==> src/rtl/pfb_pkg.sv <==
// pfb_pkg: shared mode type and command byte codes for the bus-mode controller.
// Assumes: command bytes arrive on the low byte lane.
package pfb_pkg;
    typedef enum logic [1:0] {
        MODE_ARRAY = 2'd0,
        MODE_IDENT = 2'd1,
        MODE_ARMED = 2'd2
    } pfb_mode_e;

    localparam logic [7:0] CMD_TO_ARRAY = 8'hF0;
    localparam logic [7:0] CMD_TO_IDENT = 8'h90;
    localparam logic [7:0] CMD_ARM_PROG = 8'hA0;
endpackage

==> src/rtl/pfb_rst_filter.sv <==
// pfb_rst_filter: width filter for the hardware reset pin, plus the read
// recovery window that follows release.
// Assumes: pin_n is synchronous to clk; MIN_LOW >= 1, RECOV >= 1.
module pfb_rst_filter #(
    parameter int MIN_LOW = 4,
    parameter int RECOV   = 3
) (
    input  logic clk,
    input  logic rst_n,
    input  logic pin_n,
    output logic accept,
    output logic rd_block
);
    localparam int LW = $clog2(MIN_LOW + 1);
    localparam int RW = $clog2(RECOV + 1);

    logic [LW-1:0] low_cnt;
    logic [RW-1:0] rec_cnt;

    // Pulse on the edge of the MIN_LOW-th consecutive low sample.
    assign accept   = !pin_n && (low_cnt == LW'(MIN_LOW - 1));
    // Reads are blocked while the pin is low and during recovery.
    assign rd_block = !pin_n || (rec_cnt != '0);

    // Count consecutive low samples, saturating at MIN_LOW.
    always_ff @(posedge clk) begin
        if (!rst_n)                      low_cnt <= '0;
        else if (pin_n)                  low_cnt <= '0;
        else if (low_cnt != LW'(MIN_LOW)) low_cnt <= low_cnt + 1'b1;
    end

    // Reload recovery while low, count down once released.
    always_ff @(posedge clk) begin
        if (!rst_n)              rec_cnt <= '0;
        else if (!pin_n)         rec_cnt <= RW'(RECOV);
        else if (rec_cnt != '0)  rec_cnt <= rec_cnt - 1'b1;
    end
endmodule

==> src/rtl/pfb_busy_ctrl.sv <==
// pfb_busy_ctrl: program-engine stand-in with a fixed busy time, and the
// post-abort ready delay.
// Assumes: start is only raised while ready is high.
module pfb_busy_ctrl #(
    parameter int PROG_CYC  = 16,
    parameter int READY_CYC = 10
) (
    input  logic clk,
    input  logic rst_n,
    input  logic start,
    input  logic abort,
    output logic busy,
    output logic done,
    output logic ready
);
    localparam int PW = $clog2(PROG_CYC + 1);
    localparam int DW = $clog2(READY_CYC + 1);

    logic [PW-1:0] prog_cnt;
    logic [DW-1:0] rdy_cnt;

    assign busy  = (prog_cnt != '0);
    // The final busy edge commits the program unless an abort lands on it.
    assign done  = (prog_cnt == PW'(1)) && !abort;
    assign ready = !busy && (rdy_cnt == '0);

    // Program busy counter: load on start, clear on abort.
    always_ff @(posedge clk) begin
        if (!rst_n)        prog_cnt <= '0;
        else if (abort)    prog_cnt <= '0;
        else if (start)    prog_cnt <= PW'(PROG_CYC);
        else if (busy)     prog_cnt <= prog_cnt - 1'b1;
    end

    // Ready delay: loaded only when an abort cancels a running program.
    always_ff @(posedge clk) begin
        if (!rst_n)                 rdy_cnt <= '0;
        else if (abort && busy)     rdy_cnt <= DW'(READY_CYC);
        else if (rdy_cnt != '0)     rdy_cnt <= rdy_cnt - 1'b1;
    end
endmodule

==> src/rtl/pfb_sleep_timer.sv <==
// pfb_sleep_timer: counts samples in which the tracked vector has not
// changed and no wake event occurred; it reports sleep at the limit.
// Assumes: LIMIT >= 2.
module pfb_sleep_timer #(
    parameter int VW    = 6,
    parameter int LIMIT = 20
) (
    input  logic          clk,
    input  logic          rst_n,
    input  logic [VW-1:0] vec,
    input  logic          wake,
    output logic          stay,
    output logic          asleep
);
    localparam int CW = $clog2(LIMIT + 1);

    logic [VW-1:0] prev;
    logic [CW-1:0] cnt;

    assign stay   = (vec == prev) && !wake;
    assign asleep = (cnt == CW'(LIMIT));

    // Track the last sampled vector and the length of the stable run.
    always_ff @(posedge clk) begin
        if (!rst_n) begin
            prev <= '0;
            cnt  <= '0;
        end else begin
            prev <= vec;
            if (!stay)        cnt <= '0;
            else if (!asleep) cnt <= cnt + 1'b1;
        end
    end
endmodule

==> src/rtl/pflash_bus_ctrl.sv <==
// pflash_bus_ctrl: host-side mode control for a parallel flash array.
// Decodes the strobes, runs the command state, holds the register-file
// array, and forms the registered read data and lane enables.
// Assumes: all pins are synchronous to clk; the pad tri-state is built
// outside from dq_out and dq_oe.
module pflash_bus_ctrl
    import pfb_pkg::*;
#(
    parameter int         AW        = 4,
    parameter int         MIN_RST   = 4,
    parameter int         READY_CYC = 10,
    parameter int         RECOV_CYC = 3,
    parameter int         SLEEP_CYC = 20,
    parameter int         PROG_CYC  = 16,
    parameter logic [7:0] MFG_CODE  = 8'h7F,
    parameter logic [7:0] DEV_CODE  = 8'hBA
) (
    input  logic          clk,
    input  logic          rst_n,
    input  logic          hw_rst_n,
    input  logic          ce_n,
    input  logic          oe_n,
    input  logic          we_n,
    input  logic          byte_n,
    input  logic [AW-1:0] addr,
    input  logic [15:0]   dq_in,
    output logic [15:0]   dq_out,
    output logic [1:0]    dq_oe,
    output logic          ready,
    output logic          sleep
);
    localparam int DEPTH = 1 << AW;
    localparam int VW    = AW + 2;

    pfb_mode_e       mode;
    logic [15:0]     mem [DEPTH];
    logic [AW-1:0]   pend_addr;
    logic [15:0]     pend_data;
    logic [1:0]      pend_mask;
    logic [15:0]     word, rd_val, rd_q;
    logic [1:0]      oe_q;
    logic            rst_acc, rd_block, prog_busy, prog_done, prog_start;
    logic            wr_cond, rd_cond, wr_q, wr_edge, cmd_ok, lane_hi;
    logic            stay, wake;

    assign wr_cond    = !ce_n && !we_n && oe_n;
    assign rd_cond    = !ce_n && !oe_n && we_n;
    assign wr_edge    = wr_cond && !wr_q;
    assign cmd_ok     = wr_edge && hw_rst_n && ready;
    assign lane_hi    = !byte_n && dq_in[15];
    assign prog_start = cmd_ok && (mode == MODE_ARMED);
    assign wake       = wr_edge || rst_acc || prog_done;

    pfb_rst_filter #(.MIN_LOW(MIN_RST), .RECOV(RECOV_CYC)) u_rst (
        .clk(clk), .rst_n(rst_n), .pin_n(hw_rst_n),
        .accept(rst_acc), .rd_block(rd_block)
    );

    pfb_busy_ctrl #(.PROG_CYC(PROG_CYC), .READY_CYC(READY_CYC)) u_busy (
        .clk(clk), .rst_n(rst_n), .start(prog_start), .abort(rst_acc),
        .busy(prog_busy), .done(prog_done), .ready(ready)
    );

    pfb_sleep_timer #(.VW(VW), .LIMIT(SLEEP_CYC)) u_sleep (
        .clk(clk), .rst_n(rst_n), .vec({byte_n, addr, lane_hi}),
        .wake(wake), .stay(stay), .asleep(sleep)
    );

    // Select the addressed word, then fit it to the bus width.
    always_comb begin
        if (mode == MODE_IDENT) word = {8'h00, addr[0] ? DEV_CODE : MFG_CODE};
        else                    word = mem[addr];
        if (byte_n) rd_val = word;
        else        rd_val = {8'h00, lane_hi ? word[15:8] : word[7:0]};
    end

    // Remember the previous write-strobe sample for edge detection.
    always_ff @(posedge clk) begin
        if (!rst_n) wr_q <= 1'b0;
        else        wr_q <= wr_cond;
    end

    // Command state: accepted resets win, then accepted writes.
    always_ff @(posedge clk) begin
        if (!rst_n)        mode <= MODE_ARRAY;
        else if (rst_acc)  mode <= MODE_ARRAY;
        else if (cmd_ok) begin
            if (mode == MODE_ARMED)              mode <= MODE_ARRAY;
            else if (dq_in[7:0] == CMD_TO_ARRAY) mode <= MODE_ARRAY;
            else if (dq_in[7:0] == CMD_TO_IDENT) mode <= MODE_IDENT;
            else if (dq_in[7:0] == CMD_ARM_PROG) mode <= MODE_ARMED;
        end
    end

    // Capture the program target and byte-lane mask at program start.
    always_ff @(posedge clk) begin
        if (!rst_n) begin
            pend_addr <= '0;
            pend_data <= '0;
            pend_mask <= '0;
        end else if (prog_start) begin
            pend_addr <= addr;
            pend_data <= byte_n ? dq_in : {dq_in[7:0], dq_in[7:0]};
            pend_mask <= byte_n ? 2'b11 : (lane_hi ? 2'b10 : 2'b01);
        end
    end

    // Register-file array: cleared at power-up, written when a program ends.
    always_ff @(posedge clk) begin
        if (!rst_n) begin
            for (int i = 0; i < DEPTH; i++) mem[i] <= '0;
        end else if (prog_done) begin
            if (pend_mask[0]) mem[pend_addr][7:0]  <= pend_data[7:0];
            if (pend_mask[1]) mem[pend_addr][15:8] <= pend_data[15:8];
        end
    end

    // Output data register: frozen while asleep, else follows the lookup.
    always_ff @(posedge clk) begin
        if (!rst_n)              rd_q <= '0;
        else if (!(sleep && stay)) rd_q <= rd_val;
    end

    // Lane drive enables: read cycle outside reset and recovery.
    always_ff @(posedge clk) begin
        if (!rst_n) oe_q <= 2'b00;
        else        oe_q <= {rd_cond && !rd_block && byte_n, rd_cond && !rd_block};
    end

    assign dq_out = rd_q;
    assign dq_oe  = oe_q;
endmodule

==> config.mk <==
export PLATFORM = sky130hd
export DESIGN_NAME = pflash_bus_ctrl
export DESIGN_NICKNAME = d
export VERILOG_FILES = /design/src/rtl/pfb_pkg.sv /design/src/rtl/pfb_rst_filter.sv /design/src/rtl/pfb_busy_ctrl.sv /design/src/rtl/pfb_sleep_timer.sv /design/src/rtl/pflash_bus_ctrl.sv
export SDC_FILE = /design/constraint.sdc
export NUM_CORES = 1
export LEC_CHECK = 0
export BUFFER_PORTS_ARGS = -buffer_cell sky130_fd_sc_hd__buf_4
export CAP_MARGIN = 20
export CORE_UTILIZATION = 50
export CTS_CLUSTER_SIZE = 8
export DETAILED_ROUTE_END_ITERATION = 8
export PLACE_DENSITY = 0.66
export REMOVE_ABC_BUFFERS = 1
export SYNTH_ARGS = -nofsm -noshare
export SYNTH_HDL_FRONTEND = slang
export SYNTH_SLANG_ARGS = --single-unit
export TNS_END_PERCENT = 50
==> constraint.sdc <==
create_clock -name clk -period 7.9 [get_ports clk]
set_clock_uncertainty 0.15 [all_clocks]
set_input_delay 1.185 -clock clk [delete_from_list [all_inputs] [get_ports clk]]
set_output_delay 1.185 -clock clk [all_outputs]
set_load 0.05 [all_outputs]
==> summary.md <==
| Metric | Value |
|---|---|
| Outcome | `finished, final reports clean` |
| Final setup fails | `0` |
| Post-synthesis xor/xnor area fraction | `0.931%` |
| Final WL | `36400 um` |
| Post-DP HPWL | `23900 um` |
| CP cell instances | `buf_6, buf_4, mux4_2, nand2b_1, nand3_1, nand2_1, a22oi_1, o22ai_1` |
| Layout cells sized above 1 | `17.2%` |
| GRT Residual Overflow | `0` |
| Vias in the first global route | `9277` |
| Required time worst endpoint | `8.16 ns` |
| Detailed Routing Iterations Pass 1 | `5` |
| First-pass GRT wire length | `55300 um` |
| Largest family of logic cells by synthesized area | `simple AND/OR/NAND/NOR gates` |
| Cell Rows | `63` |
| Setup Buffers After CTS | `0` |
| MaxCap Viol Count | `0` |
| Unrepaired setup endpoints after global routing | `no` |
| Area of the core | `0.0296 sq mm` |
| Seq/Total Area, Yosys | `60.1%` |
| Clock Latency Late Sink | `0.55 ns` |
| Antenna Cells | `0` |
| Cell area after synthesis | `0.0151 sq mm` |
| Mean Syn Cell Area | `12.8 sq um` |
| Detail Route Antenna Nets | `0` |
| TritonCTS Buffers | `46` |
| H-tree depth | `2` |
| Post-synthesis simple-gate area fraction | `18.4%` |
| Internal Dissipation | `3.19 mW` |
| Cell taking the most area after synthesis | `edfxtp_1` |
| Tcrit/Tclk final | `44.8%` |
| Pwr per Cell Area | `245 mW/mm^2` |
| Worst Hold Launch | `pend_mask[1]$_SDFFE_PN0P_` |
| Clk sinks | `324` |
| Static leakage | `6.19 nW` |
| Placement Setup Slack | `3.81 ns` |
| CP top delay family | `buffers and inverters` |
| Yosys top cell area share | `51.1%` |
| WP buf/inv | `2` |
| Synth async-reset ratio | `0%` |
| Slew @ Worst Pin | `1.13 ns` |
| Pins Over Slew Limit | `0` |
| Achievable frequency | `283 MHz` |
| NetSw | `0.995 mW` |
| Buffers on Ports | `46` |
| Maximum VDD drop | `0.183 mV` |
| Clock power frac | `43.7%` |
| Die Ht | `176 um` |
| # resized after CTS | `0` |
| PnR worst setup slack | `4.36 ns` |
| Setup TNS | `0 ns` |
| Post-synthesis adder-cell area fraction | `0.748%` |
| CP max FO | `63` |
| Post-synthesis compound-gate area fraction | `6.74%` |
| Via count | `9470` |
| Most common cell after layout, fill and taps aside | `and2_1` |
| Clock transition at path regs | `0.05 ns` |
| Register area | `0.00905 sq mm` |
| Setup crit start kind | `input pin` |
| Mux cell area share after synthesis | `10.1%` |
| Dpl cell area | `0.0156 sq mm` |
| Switching Fraction | `23.8%` |
| Finished Cell Area | `0.0170 sq mm` |
| Post-synth cell types | `56` |
| Drt via density | `5.73` |
| Multi-input gate area | `0.00556 sq mm` |
| P&R area growth vs syn | `13.2%` |
| Most frequent cells in the layout | `and2_1 (264), edfxtp_1 (256), mux2i_1 (84), dfxtp_1 (68), buf_4 (58)` |
| Die area | `0.0308 sq mm` |
| Die Width | `176 um` |
| Top_reg_cell synth | `edfxtp_1` |
| Hold WC Path Type | `flop to flop` |
| Routed length per instance | `22.0 um` |
| Setup crit start | `addr[0]` |
| Final min period | `3.54 ns` |
| Worst path arrival time | `3.79 ns` |
| Part of the power in registers | `47.0%` |
| CTS Hold Bufs | `0` |
| Crit path largest cell delay | `0.69 ns` |
| Clock Tree Buf Depth | `3` |
| Fin. Hold Viols | `0` |
| Crit path max-delay cell type | `buf_4` |
| Comb power frac | `9.3%` |
| Yosys warns | `0` |
| Io pins | `47` |
| Critical path type | `input pin to flop` |
| Nets | `1263` |
| Initial antenna violation count | `0` |
| Fin cells | `1654` |
| Drt initial violations | `797` |
| Root Buffer | `clkbuf_16` |
| Placed Instances | `1551` |
| Post-route DRC | `0` |
| Post-synth EDFFs | `256` |
| Syn Inst Count | `1179` |
| Final Wtd Congestion | `0.831` |
| GRT Util Overall | `24.2%` |
| Initial core utilization | `50.8%` |
| Endpoint class of the critical path | `flop` |
| Fillers | `2482` |
| Largest net degree at the start of global routing | `64` |
| CTS tree | `built` |
| Top cells by area, synth | `edfxtp_1 (51%), and2_1 (11%), dfxtp_1 (9.0%)` |
| RR Startpoint | `u_busy.prog_cnt[1]$_SDFFE_PP0P_` |
| Slew Limit Headroom | `24.3%` |
| #FFs+latches synth | `324` |
-- metal layers --
layer	wire (um)	up-vias	GRT usage [%]	share of wire, %
met3	2610	70	4.89	7.2
met4	1040	0	8.55	2.8
met2	16600	342	37.3	46
met1	16100	4697	34.1	44
li1	-	4361	-	-
met5	0	-	0	0
-- worst paths after layout --
check	endpoint	slack [ns]	cells past startpoint
setup reg to reg	mem[2][7]$_SDFFCE_PN0P_	4.67	6
setup / recovery	dq_out[2]$_SDFFE_PN0N_	4.36	8
hold reg to reg	pend_mask[1]$_SDFFE_PN0P_	0.31	2
hold / removal	pend_mask[1]$_SDFFE_PN0P_	0.31	2
-- logic make-up after synthesis --
logic type / after synthesis
and+or+nand+nor: 469
buffers and inverters: 90
DFF: 324
adders and majority gates: 9
muxes: 117
xor gates and xnor gates: 16
AOI/OAI and AO/OA: 154
-- per-stage QoR --
stage          hold WS (ns)  utilization [%]  power [mW]
6_report              0.306             57.5        4.18
5_1_grt               0.336             57.5        4.30
4_1_cts               0.306             57.1        4.20
3_5_place_dp          0.300             52.6        2.38
3_3_place_gp          0.299             52.6        2.38
2_1_floorplan         0.285                -        2.24
-- final cells by class --
type / instances / share of cell area, %
Clock inverter: 3 / 0.198
Clock buffer: 82 / 7.67
Tap cell: 390 / 2.86
Multi-Input combinational cell: 765 / 32.6
Inverter: 12 / 0.264
Sequential cell: 324 / 53.1
Timing Repair Buffer: 78 / 3.28
-- cells in the mapped netlist, types with 13 or more instances --
library cell / n
and2_1: 264
edfxtp_1: 256
mux2i_1: 84
dfxtp_1: 68
nand2_1: 50
clkbuf_1: 47
o21ai_0: 42
a21oi_1: 41
nor2_1: 40
nand3_1: 30
a22oi_1: 28
mux4_2: 28
buf_2: 16
nor2_2: 16
nand2b_1: 13
-- power by group through the flow --
stage / combinational (mW) / sequential [mW] / clock [mW]
finish: 0.389 / 1.97 / 1.83
global route: 0.419 / 1.97 / 1.91
CTS: 0.385 / 1.97 / 1.85
detailed placement: 0.384 / 2.00 / 0
global placement: 0.378 / 2.00 / 0
floorplan: 0.235 / 2.00 / 0
-- flip-flops by register name, indices dropped and copies added (netlist names) --
signal,flops
wr_q,1
mem,256
u_sleep.cnt,5
dq_oe,2
dq_out,16
u_rst.low_cnt,3
mode,2
pend_data,16
u_sleep.prev,6
u_busy.prog_cnt,5
u_rst.rec_cnt,2
u_busy.rdy_cnt,4
pend_mask,2
pend_addr,4
-- worst reg2reg max path, stage by stage, from the launching register on --
cell	delay [ns]
dfxtp_1	0.32
inv_1	0.09
ha_1	0.16
nor4b_4	0.39
nand4_1	0.21
or3b_2	0.66
o21ai_0	0.87
Note: power is estimated with default switching activity, not from simulation.
